**config.mk**
```make
export PLATFORM = sky130hd
export DESIGN_NAME = sram_async_ctrl
export DESIGN_NICKNAME = d
export VERILOG_FILES = /design/src/rtl/sram_ctrl_pkg.sv /design/src/rtl/sram_cycle_timer.sv /design/src/rtl/sram_req_capture.sv /design/src/rtl/sram_pin_ctl.sv /design/src/rtl/sram_async_ctrl.sv
export SDC_FILE = /design/constraint.sdc
export NUM_CORES = 1
export LEC_CHECK = 0
export ABC_AREA = 0
export BUFFER_PORTS_ARGS = -buffer_cell sky130_fd_sc_hd__buf_4
export CAP_MARGIN = 25
export CORE_ASPECT_RATIO = 1.25
export CORE_UTILIZATION = 48
export DETAILED_ROUTE_END_ITERATION = 10
export PLACE_DENSITY = 0.79
export SLEW_MARGIN = 25
export SYNTH_ARGS = -nofsm -noshare
export SYNTH_HDL_FRONTEND = slang
export SYNTH_SLANG_ARGS = --single-unit
```
**constraint.sdc**
```tcl
create_clock -name clk -period 2.15 [get_ports clk]
set_input_delay 0.215 -clock clk [delete_from_list [all_inputs] [get_ports clk]]
set_output_delay 0.215 -clock clk [all_outputs]
set_load 0.005 [all_outputs]
```
**src/rtl/sram_ctrl_pkg.sv**
```systemverilog
package sram_ctrl_pkg;

    // Access sequencer phases
    typedef enum logic [2:0] {
        ST_IDLE,
        ST_SETUP,
        ST_STROBE,
        ST_HOLD,
        ST_READ_WAIT
    } acc_state_e;

    // Memory control pin set, stored in positive sense where useful
    typedef struct packed {
        logic sel;    // chip selected (ce1 low, ce2 high)
        logic we_n;   // write strobe, active low
        logic oe_n;   // output enable, active low
        logic drive;  // controller drives the data bus
    } pin_ctl_t;

    localparam pin_ctl_t PIN_OFF = '{sel: 1'b0, we_n: 1'b1, oe_n: 1'b1, drive: 1'b0};

endpackage

```
**src/rtl/sram_cycle_timer.sv**
```systemverilog
module sram_cycle_timer #(
    parameter int unsigned CNT_W = 2
) (
    input  logic             clk,
    input  logic             rst_n,
    input  logic             load_i,
    input  logic [CNT_W-1:0] load_val_i,
    output logic             done_o
);

    logic [CNT_W-1:0] cnt_d, cnt_q;

    always_comb begin
        cnt_d = cnt_q;
        if (load_i) begin
            cnt_d = load_val_i;
        end else if (cnt_q != '0) begin
            cnt_d = cnt_q - 1'b1;
        end
    end

    always_ff @(posedge clk or negedge rst_n) begin
        if (!rst_n) begin
            cnt_q <= '0;
        end else begin
            cnt_q <= cnt_d;
        end
    end

    assign done_o = (cnt_q == '0);


    load_take_chk: assert property (@(posedge clk) disable iff (!rst_n)
        load_i |=> (cnt_q == $past(load_val_i)));


    count_down_chk: assert property (@(posedge clk) disable iff (!rst_n)
        (!load_i && cnt_q != '0) |=> (cnt_q == $past(cnt_q) - 1'b1));

endmodule

```
**src/rtl/sram_req_capture.sv**
```systemverilog
module sram_req_capture #(
    parameter int unsigned ADDR_W = 10,
    parameter int unsigned DATA_W = 16
) (
    input  logic              clk,
    input  logic              rst_n,
    input  logic              accept_i,
    input  logic              wr_i,
    input  logic [ADDR_W-1:0] addr_i,
    input  logic [DATA_W-1:0] wdata_i,
    output logic              wr_d_o,
    output logic              wr_o,
    output logic [ADDR_W-1:0] addr_o,
    output logic [DATA_W-1:0] wdata_o
);

    typedef struct packed {
        logic              wr;
        logic [ADDR_W-1:0] addr;
        logic [DATA_W-1:0] wdata;
    } cap_t;

    cap_t cap_d, cap_q;

    always_comb begin
        cap_d = cap_q;
        if (accept_i) begin
            cap_d.wr    = wr_i;
            cap_d.addr  = addr_i;
            cap_d.wdata = wdata_i;
        end
    end

    always_ff @(posedge clk or negedge rst_n) begin
        if (!rst_n) begin
            cap_q <= '0;
        end else begin
            cap_q <= cap_d;
        end
    end

    assign wr_d_o  = cap_d.wr;
    assign wr_o    = cap_q.wr;
    assign addr_o  = cap_q.addr;
    assign wdata_o = cap_q.wdata;


    hold_fields_chk: assert property (@(posedge clk) disable iff (!rst_n)
        !accept_i |=> ($stable(addr_o) && $stable(wdata_o) && $stable(wr_o)));

endmodule

```
**src/rtl/sram_pin_ctl.sv**
```systemverilog
module sram_pin_ctl
    import sram_ctrl_pkg::*;
#(
    parameter bit CE_STROBE = 1'b0
) (
    input  logic       clk,
    input  logic       rst_n,
    input  acc_state_e state_d_i,
    input  logic       wr_d_i,
    input  logic       hold_sel_d_i,
    output logic       ce1_n_o,
    output logic       ce2_o,
    output logic       we_n_o,
    output logic       oe_n_o,
    output logic       dq_oe_o
);

    pin_ctl_t wr_setup, wr_strobe, wr_hold;
    pin_ctl_t ctl_d, ctl_q;

    generate
        if (CE_STROBE) begin : g_ce_style
            // strobe low first, chip select pulses the write
            assign wr_setup  = '{sel: 1'b0, we_n: 1'b0, oe_n: 1'b1, drive: 1'b0};
            assign wr_strobe = '{sel: 1'b1, we_n: 1'b0, oe_n: 1'b1, drive: 1'b1};
            assign wr_hold   = '{sel: 1'b0, we_n: 1'b0, oe_n: 1'b1, drive: 1'b1};
        end else begin : g_we_style
            // chip selected first, write strobe pulses the write
            assign wr_setup  = '{sel: 1'b1, we_n: 1'b1, oe_n: 1'b1, drive: 1'b0};
            assign wr_strobe = '{sel: 1'b1, we_n: 1'b0, oe_n: 1'b1, drive: 1'b1};
            assign wr_hold   = '{sel: 1'b1, we_n: 1'b1, oe_n: 1'b1, drive: 1'b1};
        end
    endgenerate

    always_comb begin
        ctl_d = PIN_OFF;
        case (state_d_i)
            ST_IDLE:      ctl_d.sel = hold_sel_d_i;
            ST_SETUP:     ctl_d = wr_d_i ? wr_setup
                                         : '{sel: 1'b1, we_n: 1'b1, oe_n: 1'b1, drive: 1'b0};
            ST_STROBE:    ctl_d = wr_strobe;
            ST_HOLD:      ctl_d = wr_hold;
            ST_READ_WAIT: ctl_d = '{sel: 1'b1, we_n: 1'b1, oe_n: 1'b0, drive: 1'b0};
            default:      ctl_d = PIN_OFF;
        endcase
    end

    always_ff @(posedge clk or negedge rst_n) begin
        if (!rst_n) begin
            ctl_q <= PIN_OFF;
        end else begin
            ctl_q <= ctl_d;
        end
    end

    assign ce1_n_o = ~ctl_q.sel;
    assign ce2_o   = ctl_q.sel;
    assign we_n_o  = ctl_q.we_n;
    assign oe_n_o  = ctl_q.oe_n;
    assign dq_oe_o = ctl_q.drive;


    strobe_priority_chk: assert property (@(posedge clk) disable iff (!rst_n)
        !we_n_o |-> oe_n_o);


    no_contention_chk: assert property (@(posedge clk) disable iff (!rst_n)
        dq_oe_o |-> oe_n_o);

endmodule

```
**src/rtl/sram_async_ctrl.sv**
```systemverilog
module sram_async_ctrl
    import sram_ctrl_pkg::*;
#(
    parameter int unsigned ADDR_W    = 10,
    parameter int unsigned DATA_W    = 16,
    parameter int unsigned T_SETUP   = 2,
    parameter int unsigned T_PULSE   = 3,
    parameter int unsigned T_HOLD    = 1,
    parameter int unsigned T_ACCESS  = 3,
    parameter bit          CE_STROBE = 1'b0,
    parameter bit          HOLD_CE   = 1'b0
) (
    input  logic              clk,
    input  logic              rst_n,
    input  logic              req_i,
    input  logic              req_wr_i,
    input  logic [ADDR_W-1:0] req_addr_i,
    input  logic [DATA_W-1:0] req_wdata_i,
    output logic              ack_o,
    output logic [DATA_W-1:0] rdata_o,
    output logic [ADDR_W-1:0] sram_addr_o,
    output logic              sram_ce1_n_o,
    output logic              sram_ce2_o,
    output logic              sram_we_n_o,
    output logic              sram_oe_n_o,
    output logic [DATA_W-1:0] sram_dq_o,
    output logic              sram_dq_oe_o,
    input  logic [DATA_W-1:0] sram_dq_i
);

    localparam int unsigned T_MAX_A = (T_SETUP > T_PULSE) ? T_SETUP : T_PULSE;
    localparam int unsigned T_MAX_B = (T_HOLD > T_ACCESS) ? T_HOLD : T_ACCESS;
    localparam int unsigned T_MAX   = (T_MAX_A > T_MAX_B) ? T_MAX_A : T_MAX_B;
    localparam int unsigned CNT_W   = (T_MAX > 1) ? $clog2(T_MAX) : 1;

    localparam logic [CNT_W-1:0] LD_SETUP  = CNT_W'(T_SETUP - 1);
    localparam logic [CNT_W-1:0] LD_PULSE  = CNT_W'(T_PULSE - 1);
    localparam logic [CNT_W-1:0] LD_HOLD   = CNT_W'(T_HOLD - 1);
    localparam logic [CNT_W-1:0] LD_ACCESS = CNT_W'(T_ACCESS - 1);

    typedef struct packed {
        acc_state_e        st;
        logic              ack;
        logic              hold_sel;
        logic [DATA_W-1:0] rdata;
    } fsm_t;

    fsm_t             fsm_d, fsm_q;
    logic             accept;
    logic             tmr_load;
    logic [CNT_W-1:0] tmr_val;
    logic             tmr_done;
    logic             cap_wr_d, cap_wr_q;

    sram_cycle_timer #(
        .CNT_W (CNT_W)
    ) timer_i (
        .clk        (clk),
        .rst_n      (rst_n),
        .load_i     (tmr_load),
        .load_val_i (tmr_val),
        .done_o     (tmr_done)
    );

    sram_req_capture #(
        .ADDR_W (ADDR_W),
        .DATA_W (DATA_W)
    ) capture_i (
        .clk      (clk),
        .rst_n    (rst_n),
        .accept_i (accept),
        .wr_i     (req_wr_i),
        .addr_i   (req_addr_i),
        .wdata_i  (req_wdata_i),
        .wr_d_o   (cap_wr_d),
        .wr_o     (cap_wr_q),
        .addr_o   (sram_addr_o),
        .wdata_o  (sram_dq_o)
    );

    sram_pin_ctl #(
        .CE_STROBE (CE_STROBE)
    ) pins_i (
        .clk          (clk),
        .rst_n        (rst_n),
        .state_d_i    (fsm_d.st),
        .wr_d_i       (cap_wr_d),
        .hold_sel_d_i (fsm_d.hold_sel),
        .ce1_n_o      (sram_ce1_n_o),
        .ce2_o        (sram_ce2_o),
        .we_n_o       (sram_we_n_o),
        .oe_n_o       (sram_oe_n_o),
        .dq_oe_o      (sram_dq_oe_o)
    );

    always_comb begin
        fsm_d     = fsm_q;
        fsm_d.ack = 1'b0;
        accept    = 1'b0;
        tmr_load  = 1'b0;
        tmr_val   = '0;
        case (fsm_q.st)
            ST_IDLE: begin
                if (req_i) begin
                    accept         = 1'b1;
                    fsm_d.st       = ST_SETUP;
                    fsm_d.hold_sel = 1'b0;
                    tmr_load       = 1'b1;
                    tmr_val        = LD_SETUP;
                end
            end
            ST_SETUP: begin
                if (tmr_done) begin
                    tmr_load = 1'b1;
                    if (cap_wr_q) begin
                        fsm_d.st = ST_STROBE;
                        tmr_val  = LD_PULSE;
                    end else begin
                        fsm_d.st = ST_READ_WAIT;
                        tmr_val  = LD_ACCESS;
                    end
                end
            end
            ST_STROBE: begin
                if (tmr_done) begin
                    fsm_d.st = ST_HOLD;
                    tmr_load = 1'b1;
                    tmr_val  = LD_HOLD;
                end
            end
            ST_HOLD: begin
                if (tmr_done) begin
                    fsm_d.st  = ST_IDLE;
                    fsm_d.ack = 1'b1;
                end
            end
            ST_READ_WAIT: begin
                if (tmr_done) begin
                    fsm_d.st       = ST_IDLE;
                    fsm_d.ack      = 1'b1;
                    fsm_d.rdata    = sram_dq_i;
                    fsm_d.hold_sel = HOLD_CE;
                end
            end
            default: begin
                fsm_d.st = ST_IDLE;
            end
        endcase
    end

    always_ff @(posedge clk or negedge rst_n) begin
        if (!rst_n) begin
            fsm_q <= '{st: ST_IDLE, ack: 1'b0, hold_sel: 1'b0, rdata: '0};
        end else begin
            fsm_q <= fsm_d;
        end
    end

    assign ack_o   = fsm_q.ack;
    assign rdata_o = fsm_q.rdata;


    ack_single_chk: assert property (@(posedge clk) disable iff (!rst_n)
        ack_o |=> !ack_o);


    busy_addr_stable_chk: assert property (@(posedge clk) disable iff (!rst_n)
        (fsm_q.st != ST_IDLE) |=> $stable(sram_addr_o));


    read_window_chk: assert property (@(posedge clk) disable iff (!rst_n)
        (fsm_q.st == ST_READ_WAIT) |-> (!sram_oe_n_o && !sram_ce1_n_o && sram_ce2_o));


    bus_only_in_write_chk: assert property (@(posedge clk) disable iff (!rst_n)
        sram_dq_oe_o |-> (fsm_q.st == ST_STROBE || fsm_q.st == ST_HOLD));

    generate
        if (CE_STROBE) begin : g_chk_ce

            ce_write_order_chk: assert property (@(posedge clk) disable iff (!rst_n)
                ($fell(sram_ce1_n_o) && !sram_we_n_o) |-> !$past(sram_we_n_o));
        end else begin : g_chk_we

            we_write_order_chk: assert property (@(posedge clk) disable iff (!rst_n)
                $fell(sram_we_n_o) |-> ($past(!sram_ce1_n_o) && $stable(sram_addr_o)));
        end
        if (!HOLD_CE) begin : g_chk_nohold

            idle_deselect_chk: assert property (@(posedge clk) disable iff (!rst_n)
                (fsm_q.st == ST_IDLE) |-> (sram_ce1_n_o && !sram_ce2_o));
        end
    endgenerate

endmodule

```
Word-level counts from Yosys, hierarchy flattened

Cells that the tools add are included.

Word-level logic and storage cells: 51
Output and inout bits: 48
Flip-flop bits (word level): 54
Bits of input ports: 46

Eq/ne operators: 8
Reductions and logical operators: 8
Multiplexer cells: 21
Add/subtract/negate cells: 1
Bitwise logic cells: 1

Operators by type and width:

| cell                                                                  | number |
|---|---|
| 21-bit two-way mux                                                    | 1 |
| 3-bit one-hot mux with 5 select lines                                 | 1 |
| 3-bit by 2-bit equality test with 1-bit output, second input constant | 4 |
| 3-bit two-way mux                                                     | 4 |
| 3-bit one-hot mux with 3 select lines                                 | 1 |
| 1-bit one-hot mux with 2 select lines                                 | 4 |
| 3-bit by 1-bit equality test with 1-bit output, second input constant | 2 |
| 3-bit equality test, second input constant                            | 2 |
| 3-bit zero test                                                       | 2 |
| 2-bit two-way mux                                                     | 3 |
| 1-bit two-way mux                                                     | 5 |
| 4-bit two-way mux                                                     | 1 |
| 2-bit one-hot mux with 2 select lines                                 | 1 |
| 2-bit nonzero test                                                    | 2 |
| 4-bit OR reduction                                                    | 1 |
| 2-bit zero test                                                       | 1 |
| 2-bit AND reduction                                                   | 1 |
| 2-bit OR reduction                                                    | 1 |
| 2-bit by 1-bit subtractor with 2-bit output, second input constant    | 1 |
| 1-bit inverter                                                        | 1 |

Logic depth before layout (Yosys ltp)

Gate-level depths: netlist of run 1.

Depth in word-level cells: 6
Depth in mapped cells: 6
Gate-level depth less buffers: 6

By module

From an unflattened synthesis of run 1, not the netlist that was laid out.

Cells, all modules: 160
Area, all modules: 2,456.1 um2

By module, submodules not included:

| module           | area an instance (um2) | instances | cells an instance | seq. area each (um2) |
|---|---|---|---|---|
| sram_req_capture | 1,106.1                | 1         | 57                | 675.6 |
| sram_async_ctrl  | 1,091.0                | 1         | 80                | 525.5 |
| sram_pin_ctl     | 145.1                  | 1         | 11                | 102.6 |
| sram_cycle_timer | 113.9                  | 1         | 12                | 50.0 |

Least setup slack after synthesis of run 1

Ideal clock, no wire load.

Path kind: register to register
Start: register timer_i.cnt_q[0]
End: register fsm_q, in the netlist rdata_o[10]
Required time: 2,025 ps
Slack: 578 ps
Arrival: 1,447 ps
Cell stages (with the launch flop): 7
Clock period less this slack: 1,572 ps
Cells stage by stage: dfrtp_1 inv_1 ha_1 and3_1 buf_6 buf_6 mux2_4

Longest elaborated chain between the ends: 2

RTL lines:

| what                          | RTL line               | text |
|---|---|---|
| start, declared               | sram_cycle_timer.sv:11 | `logic [CNT_W-1:0] cnt_d, cnt_q;` |
| start signal, assigned        | sram_cycle_timer.sv:26 | `cnt_q <= cnt_d;` |
| 2-bit zero test               | sram_cycle_timer.sv:30 | `assign done_o = (cnt_q == '0);` |
| 2-bit AND reduction (no line) | n/a                    |  |
| end signal, assigned          | sram_async_ctrl.sv:153 | `fsm_q <= '{st: ST_IDLE, ack: 1'b0, hold_sel: 1'b0, rdata: '0};` |
| end signal, assigned          | sram_async_ctrl.sv:155 | `fsm_q <= fsm_d;` |
| end, declared                 | sram_async_ctrl.sv:48  | `fsm_t fsm_d, fsm_q;` |

No other way between the ends.
A chain may end at the register's enable or synchronous reset.

Worst setup path after layout of run 1

Start: register timer_i.cnt_q[0]
End: register fsm_q, in the netlist rdata_o[0]

Same word-level chain as after synthesis.

==> summary.txt, run 1 <==
Final ANT Viol Nets: 0
number of synthesized flops with an enable pin: 0
DP HPWL: 2863 microns
1st-iter DRT viols: 30
Post-synth top cells: dfrtp_1, mux2_2, buf_4
Warnings, synthesis: 0
core box area: 4730 sq um
largest net degree at the start of global routing: 55
count leader, synth: dfrtp_1
global-route wire length before repair: 6423 microns
Filler Cell Count: 387
Synth top area share: 0.5553
DIE HEIGHT: 80.12 microns
final WL: 4030 microns
Worst Setup End Kind: flop
area of the multi-input gates: 784.5 sq um
Final Util: 0.6460
CP Data Required Time: 2340 ps
die width: 64.50 microns
vias per inst: 4.963
DR DRC count: 0
hold path startpoint: req_wdata_i[7]
Buf/Inv on CP: 2
Post-Synthesis Mean Instance Area: 14.65 sq um
Post-Syn Nets: 208
worst hold path class: input port to flop
Syn Std Cell Area: 2343 sq um
Yosys reg bits: 54
Power Dens Cells: 1304 nW/um^2
Synth area leaders: dfrtp_1, mux2_2, buf_4, mux2_4, buf_6
max-cap violations: 0
clock latency on the worst-skew pair: 300 ps
R2R Setup Slk: 420 ps
GRT overflow: 0
largest area contributor in the netlist: dfrtp_1
maximum VDD drop: 0.8344 mV
root buf cell: clkbuf_8
async set-reset flop share out of synthesis: 1.000
share of cells above drive strength 1: 0.6500
PortBufs: 93
status: finished clean
Fmax: 576.4 MHz
TritonCTS Sinks: 54
vias in the first global route: 1454
GRT Overall Usage: 0.1619
clk_skew: 3.845 ps
CTS tree: built
Post-synth top flop: dfrtp_1
First-pass DRT Iterations: 7
worst slew pin tran: 658.8 ps
synthesis-to-layout area growth: 30.38%
Slowest Stage Delay on Critical Path: 400 ps
Final Wtd Congestion: 0.7546
full die area: 5167 sq um
Rows: 28
ant diodes: 0
worst setup path category: flop to flop
post-layout minimum cycle time: 1735 ps
Final #Nets: 287
Synth cell types: 31
Slew Limit Fails: 0
unrepaired setup endpoints after global routing: false
CP Cell Sequence: inv_1, ha_1, and3_1, buf_4, mux2_2
Slew headroom: 0.5608
crit-path max FO: 18
num ports: 94
Slowest cell on crit path: dfrtp_1
Setup-failing EPs final: 0
delay-heaviest family, CP: flip-flops
H-tree level count: 2
final hold vios: 0
CTS Buffer Depth: 2
R2R Path Start: timer_i.cnt_q[0]
data arrival time of the worst path: 1920 ps
final worst path period share: 0.8069
Clock transition at path regs: 90 ps
Initial Util: 0.4955
Fin Setup TNS: 0 ps
CP Launch Type: flop
Post-Synthesis Cells: 160
static leakage: 1.496 nW
Routed wire per std cell: 13.43 microns
initial antenna violation count: 0
post-synthesis sequential area ratio: 0.5777
Num CTS Buffers: 5
Worst Setup SP: timer_i.cnt_q[0]
FF/Latch Area: 1354 sq um
DR vias: 1489
## what timing repair did
action | 4_1_cts | 5_1_grt
hold buffers | 1 | 0
endpoints found under the setup margin | 0 | 0
resized for setup | 0 | 0
hold endpoints to repair | 52 | 0
buffers inserted | 0 | 0
## flip-flops by register name (all words and copies together) (netlist names)
signal	cells
capture_i.addr_o	10
capture_i.wr_o	1
rdata_o	16
pins_i.dq_oe_o	1
ack_o	1
fsm_q	4
pins_i.ce2_o	1
pins_i.oe_n_o	1
capture_i.wdata_o	16
timer_i.cnt_q	2
pins_i.we_n_o	1
## layout by cell type, fill, tap and decap left out, drive strengths merged
master        n
buf          95
dfrtp        52
mux2         44
clkbuf        7
a21oi         7
inv           4
nand2         3
o21ai         3
nor2          3
nand2b        2
ha            2
dfstp         2
nor3          2
nand4bb       1
or3b          1
o21a          1
nand4b        1
a21bo         1
and3          1
nor3b         1
a41o          1
nand3         1
mux2i         1
a2bb2oi       1
a21o          1
clkinv        1
dlygate4sd3   1
## per-layer routing
layer,track usage,part of all wire,vias to the layer above
li1,-,-,697
met1,0.1939,0.41,723
met2,0.2758,0.50,64
met3,0.05824,0.079,5
met4,0.04000,0.012,0
met5,0,0,-
## path summary, 6_finish.rpt
path                       depth (start not counted)              endpoint
setup / recovery                                   5            rdata_o[0]
min in group asynchronous                          2             fsm_q[20]
max in group asynchronous                          2             fsm_q[18]
hold reg to reg                                    1      timer_i.cnt_q[0]
hold / removal                                     2  capture_i.wdata_o[7]
setup reg to reg                                   5            rdata_o[0]
## per-stage QoR
stage                     area, sq um  total power [mW]  hold WS [ps]  cells  worst slack [ps]
after floorplan                  2344             2.789        -80.59    160             578.0
after global placement           2954             3.406         300.9    291             503.3
after detailed placement         2954             3.466         299.8    291             423.4
after CTS                        3055             4.046         127.1    300             413.0
after global routing             3055             4.252         126.5    300             334.6
final                            3055             3.983         139.7    300             415.2
## cell type report
cell class              count  area share
well taps                  60     0.02457
clock buffers               7     0.02826
multi-input cells          78      0.2568
clock inverters             1    0.001638
inverters                   4    0.004914
repair buffers             96      0.2408
flip-flops and latches     54      0.4431
## where the power goes
group          leakage (nW)  switching, mW  internal [mW]
clock network        0.0482          0.301          0.260
registers             0.665          0.283           1.46
logic                 0.783          0.588           1.09
total                  1.50           1.17           2.81
## logic make-up (layout without fill, tap and decap cells)
group / Yosys count / after routing / share of synthesized area
mux: 45 / 45 / 0.2285
simple gates: 16 / 16 / 0.04484
fa+ha+maj: 2 / 2 / 0.01068
compound gates: 15 / 15 / 0.04806
flops: 54 / 54 / 0.5777
buf+inv: 28 / 108 / 0.09022
Power figures use the tool's default switching activity.
==> inputs of run 2 (changes only) <==
- clock period: 2.15 -> 1.8 ns (I/O delays scaled with it)
==> summary.txt, run 2 (synthesis results as in run 1) <==
status: finished clean
vias per inst: 4.895 (-1.4%)
Routed wire per std cell: 13.53 microns (+0.72%)
Hold Slack: 103.9 ps (-35.81 ps)
Combinational Power Share: 0.433 (+0.012)
Slew headroom: 0.5712 (+0.01041)
Slowest Stage Delay on Critical Path: 520 ps (+120 ps)
DR vias: 1488 (-0.067%)
share of cells above drive strength 1: 0.6557 (+0.005738)
Post-CTS Setup Inserts: 0 (unchanged)
GRT Overall Usage: 0.1727 (+0.01076)
hold path startpoint: req_addr_i[8]
max-cap violations: 0 (unchanged)
final WL: 4113 microns (+2.1%)
full die area: 5167 sq um (unchanged)
Clock Power Share: 0.139 (-0.002)
largest net degree at the start of global routing: 55 (unchanged)
data arrival time of the worst path: 1760 ps (-160 ps)
FF-to-FF End: rdata_o[7]
worst slew pin tran: 643.2 ps (-15.61 ps)
DIE HEIGHT: 80.12 microns (unchanged)
Hold Crit Depth: 2 (unchanged)
1st-iter DRT viols: 33 (+10%)
ant diodes: 0 (unchanged)
Initial Util: 0.4955 (unchanged)
synthesis-to-layout area growth: 32.19%
Final ANT Viol Nets: 0 (unchanged)
maximum VDD drop: 0.8367 mV (+0.27%)
sequential power share: 0.428 (-0.010)
Clock transition at path regs: 90 ps (about the same)
die width: 64.50 microns (unchanged)
Power Dens Cells: 1557 nW/um^2 (+19%)
clk_skew: 3.345 ps (-0.4999 ps)
CTS Buffer Depth: 2 (unchanged)
Switching Fraction: 0.2951 (+0.001073)
final hold vios: 0 (unchanged)
unrepaired setup endpoints after global routing: false
Setup-failing EPs final: 0 (unchanged)
DR DRC count: 0 (unchanged)
TritonCTS Sinks: 54 (unchanged)
core box area: 4730 sq um (unchanged)
DP HPWL: 3021 microns (+5.5%)
Slowest cell on crit path: dfrtp_1
Slew Limit Fails: 0 (unchanged)
crit-path max FO: 15 (-3)
final worst path period share: 0.8720 (+0.06506)
worst setup path category: flop to flop
Hold Crit Endpoint: capture_i.addr_o[8]
vias in the first global route: 1457 (+0.21%)
Fmax: 637.1 MHz (+11%)
GRT overflow: 0 (unchanged)
global-route wire length before repair: 6706 microns (+4.4%)
Int Power: 3.400 mW (+21%)
most common cell after layout, fill and taps aside: buf_4
clock latency on the worst-skew pair: 300 ps (about the same)
Fin Setup TNS: 0 ps (unchanged)
Final #Nets: 291 (+1.4%)
worst hold path class: input port to flop
CP Launch Type: flop
H-tree level count: 2 (unchanged)
Worst Setup End Kind: flop
CP Cell Sequence: nor2_2, and3_1, buf_12, mux2_2
most frequent cells in the layout: buf_4, dfrtp_1, mux2_2, mux2_4, clkbuf_8
delay-heaviest family, CP: flip-flops
R2R Setup Slk: 230 ps (-180 ps)
R2R Path Start: fsm_q[19]
First-pass DRT Iterations: 4 (-3)
post-layout minimum cycle time: 1570 ps (-165.3 ps)
P_sw: 1.423 mW (+22%)
Rows: 28 (unchanged)
Buf/Inv on CP: 1 (-1)
num ports: 94 (unchanged)
static leakage: 1.519 nW (+1.6%)
CTS tree: built
PortBufs: 93 (unchanged)
Num CTS Buffers: 5 (unchanged)
root buf cell: clkbuf_8
CP Data Required Time: 1990 ps (-350 ps)
Worst R2R Path Depth: 4 (-1)
Final Wtd Congestion: 0.7608 (+0.82%)
initial antenna violation count: 0 (unchanged)
[run 2: final cells by class]
class	instances	area, sq um
sequential	54	1354
inverter	4	15.01
tap	60	75.07
multi-input combinational	78	784.5
clock buffer	7	86.33
fill	397	1632
clock inverter	1	5.005
timing repair buffer	100	778.2
[run 2: power by group through the flow]
stage / Clock [mW] / Sequential (mW) / Combinational [mW]
after floorplan: 0 / 2.03 / 1.30
after global placement: 0 / 2.07 / 2.05
after detailed placement: 0 / 2.09 / 2.11
after CTS: 0.705 / 2.07 / 2.12
after global routing: 0.750 / 2.13 / 2.28
final: 0.672 / 2.06 / 2.09
[run 2: routing by layer]
| layer | track usage | wire length, microns | up-vias |
|---|---|---|---|
| met5 | 0 | 0 | - |
| met4 | 0.07333 | 70 | 0 |
| met3 | 0.05398 | 305 | 6 |
| met2 | 0.3032 | 2137 | 62 |
| met1 | 0.1910 | 1600 | 720 |
| li1 | - | - | 700 |
[run 2: how the worst max path moves through the flow]
stage | endpoint | slack, ps | cells after the start | startpoint
CTS | rdata_o[6] | 210 | 4 | fsm_q[19]
global route | rdata_o[0] | 140 | 4 | fsm_q[19]
detailed placement | rdata_o[6] | 230 | 4 | fsm_q[19]
floorplan | rdata_o[10] | 230 | 6 | timer_i.cnt_q[0]
finish | rdata_o[7] | 230 | 4 | fsm_q[19]
global placement | rdata_o[0] | 260 | 4 | fsm_q[19]
[run 2: worst reg2reg max path, cell delays in order (launching register included)]
cell and delay, ps:
dfrtp_1 520, nor2_2 190, and3_1 240, buf_12 170, mux2_2 340
[run 2: stage by stage]
stage                     instances  setup slack (ps)  total power, mW  utilization  instance area (sq um)
after CTS                       304             214.0            4.899       0.6550                   3098
after global placement          295             262.8            4.122       0.6336                   2997
after floorplan                 160             228.0            3.331            -                   2344
after global routing            304             137.7            5.164       0.6550                   3098
final                           304             230.5            4.823       0.6550                   3098
after detailed placement        295             230.4            4.202       0.6336                   2997
[run 2: what timing repair did]
item | CTS | global route
hold buffers | 1 | 0
endpoints found under the hold margin | 52 | 0
gates resized for setup | 0 | 0
==> inputs of run 3 (changes only) <==
- PLACE_DENSITY: 0.79 -> 0.82
- REMOVE_ABC_BUFFERS: default -> 1
==> summary.txt, run 3 (synthesis results as in run 1) <==
DP HPWL: 3063 microns (+1.4%)
Post-Place Cells: 296 (+0.34%)
Total Power: 5.120 mW (+6.2%)
DIE HEIGHT: 80.12 microns (unchanged)
Hold Crit Endpoint: rdata_o[1]
post-layout minimum cycle time: 1563 ps (-6.629 ps)
Final Wtd Congestion: 0.8633 (+13%)
First-pass DRT Iterations: 3 (-1)
Setup-failing EPs final: 0 (unchanged)
Final #Nets: 292 (+0.34%)
Routed wire per std cell: 13.88 microns (+2.6%)
1st-iter DRT viols: 31 (-6.1%)
non-filler cells, final: 305 (+0.33%)
vias in the first global route: 1553 (+6.6%)
Initial Util: 0.4955 (unchanged)
Post-Place Worst Slack: 262.9 ps (+32.53 ps)
setup ws final: 237.1 ps (+6.629 ps)
Fmax: 639.8 MHz (+0.42%)
max-cap violations: 0 (unchanged)
GRT overflow: 0 (unchanged)
Num CTS Buffers: 5 (unchanged)
hold path startpoint: sram_dq_i[1]
status: finished clean
TritonCTS Sinks: 54 (unchanged)
Hold Crit Depth: 2 (unchanged)
final hold vios: 0 (unchanged)
Slew Limit Fails: 0 (unchanged)
num ports: 94 (unchanged)
final worst path period share: 0.8683 (-0.003683)
Worst Setup SP: timer_i.cnt_q[0]
worst setup path category: flop to flop
Worst R2R Path Depth: 6 (+2)
maximum VDD drop: 0.8512 mV (+1.7%)
full die area: 5167 sq um (unchanged)
largest net degree at the start of global routing: 55 (unchanged)
clock latency on the worst-skew pair: 300 ps (about the same)
FF-to-FF End: pins_i.ce2_o
CTS Buffer Depth: 2 (unchanged)
worst slew pin tran: 658.6 ps (+15.49 ps)
DR DRC count: 0 (unchanged)
most common cell after layout, fill and taps aside: buf_4
vias per inst: 5.007 (+2.3%)
Rows: 28 (unchanged)
CP Launch Type: flop
core box area: 4730 sq um (unchanged)
Final ANT Viol Nets: 0 (unchanged)
Slew headroom: 0.5609 (-0.01033)
ant diodes: 0 (unchanged)
data arrival time of the worst path: 1800 ps (+40 ps)
clk_skew: 5.651 ps (+2.306 ps)
unrepaired setup endpoints after global routing: false
worst hold path class: input port to flop
Worst Setup End Kind: flop
Power Dens Cells: 1628 nW/um^2 (+4.6%)
CTS tree: built
static leakage: 1.544 nW (+1.6%)
Clock transition at path regs: 90 ps (about the same)
initial antenna violation count: 0 (unchanged)
H-tree level count: 2 (unchanged)
PortBufs: 93 (unchanged)
die width: 64.50 microns (unchanged)
synthesis-to-layout area growth: 34.17%
Final Util: 0.6648 (+0.009789)
root buf cell: clkbuf_8
final WL: 4233 microns (+2.9%)
global-route wire length before repair: 6789 microns (+1.2%)
crit-path max FO: 5 (-10)
share of cells above drive strength 1: 0.6612 (+0.005487)
GRT Overall Usage: 0.1755 (+0.002857)
R2R Setup Slk: 240 ps (about the same)
Post-CTS Setup Inserts: 0 (unchanged)
Filler Cell Count: 363 (-8.6%)
CP Data Required Time: 2040 ps (+50 ps)
DR vias: 1527 (+2.6%)
R2R Path Start: timer_i.cnt_q[0]
most frequent cells in the layout: buf_4, dfrtp_1, mux2_2, mux2_4, clkbuf_8
==> run 3: cell count changes in the layout (fill, tap and decap cells not counted) <==
cell       delta
clkbuf_1      -1
bufinv_16     +2
buf_12        -1
clkinv_2      -1
buf_4         +2
==> run 3: worst max-delay path by stage <==
stage	end	slack, ps
after global routing	pins_i.ce2_o	120
after CTS	pins_i.ce2_o	240
final	pins_i.ce2_o	240
after global placement	rdata_o[5]	290
after detailed placement	pins_i.ce2_o	260
after floorplan	capture_i.addr_o[0]	-500
==> run 3: power by group <==
group,leakage (nW),internal (mW),switching (mW)
Clock,0.0714,0.593,0.377
Sequential,0.665,1.75,0.302
Combinational,0.808,1.34,0.763
Total,1.54,3.68,1.44
==> run 3: timing repair <==
item                                    4_1_cts  5_1_grt
endpoints found under the setup margin        0        0
hold buffers                                  1        0
endpoints found under the hold margin        52        0
resized for setup                             0        0
==> run 3: cell type report <==
type	instances	area [sq um]	area share
Tap cell	60	75.07	0.02388
Clock buffer	6	82.58	0.02626
Clock inverter	2	60.06	0.01910
Sequential cell	54	1354	0.4306
Multi-Input combinational cell	78	784.5	0.2495
Timing Repair Buffer	101	773.2	0.2459
Inverter	4	15.01	0.004775
==> run 3: through the flow <==
stage                     hold slack [ps]  instance area, sq um  TNS (ps)
after floorplan                    -115.6                  2147    -14430
after global placement              259.3                  2992         0
after detailed placement            258.2                  2992         0
after CTS                           88.03                  3144         0
after global routing                83.43                  3144         0
final                               98.02                  3144         0
==> run 3: critical path, stage by stage, from the launching register on <==
cell and delay, ps:
dfrtp_1 360, inv_1 70, ha_1 250, mux2_2 280, o21a_1 200, nor2_2 150
mux2i_1 190
==> run 3: per-layer routing <==
metal | track usage | wire length [microns]
met5 | 0 | 0
met4 | 0.07333 | 65
met3 | 0.04972 | 315
met2 | 0.3147 | 2087
met1 | 0.1921 | 1765
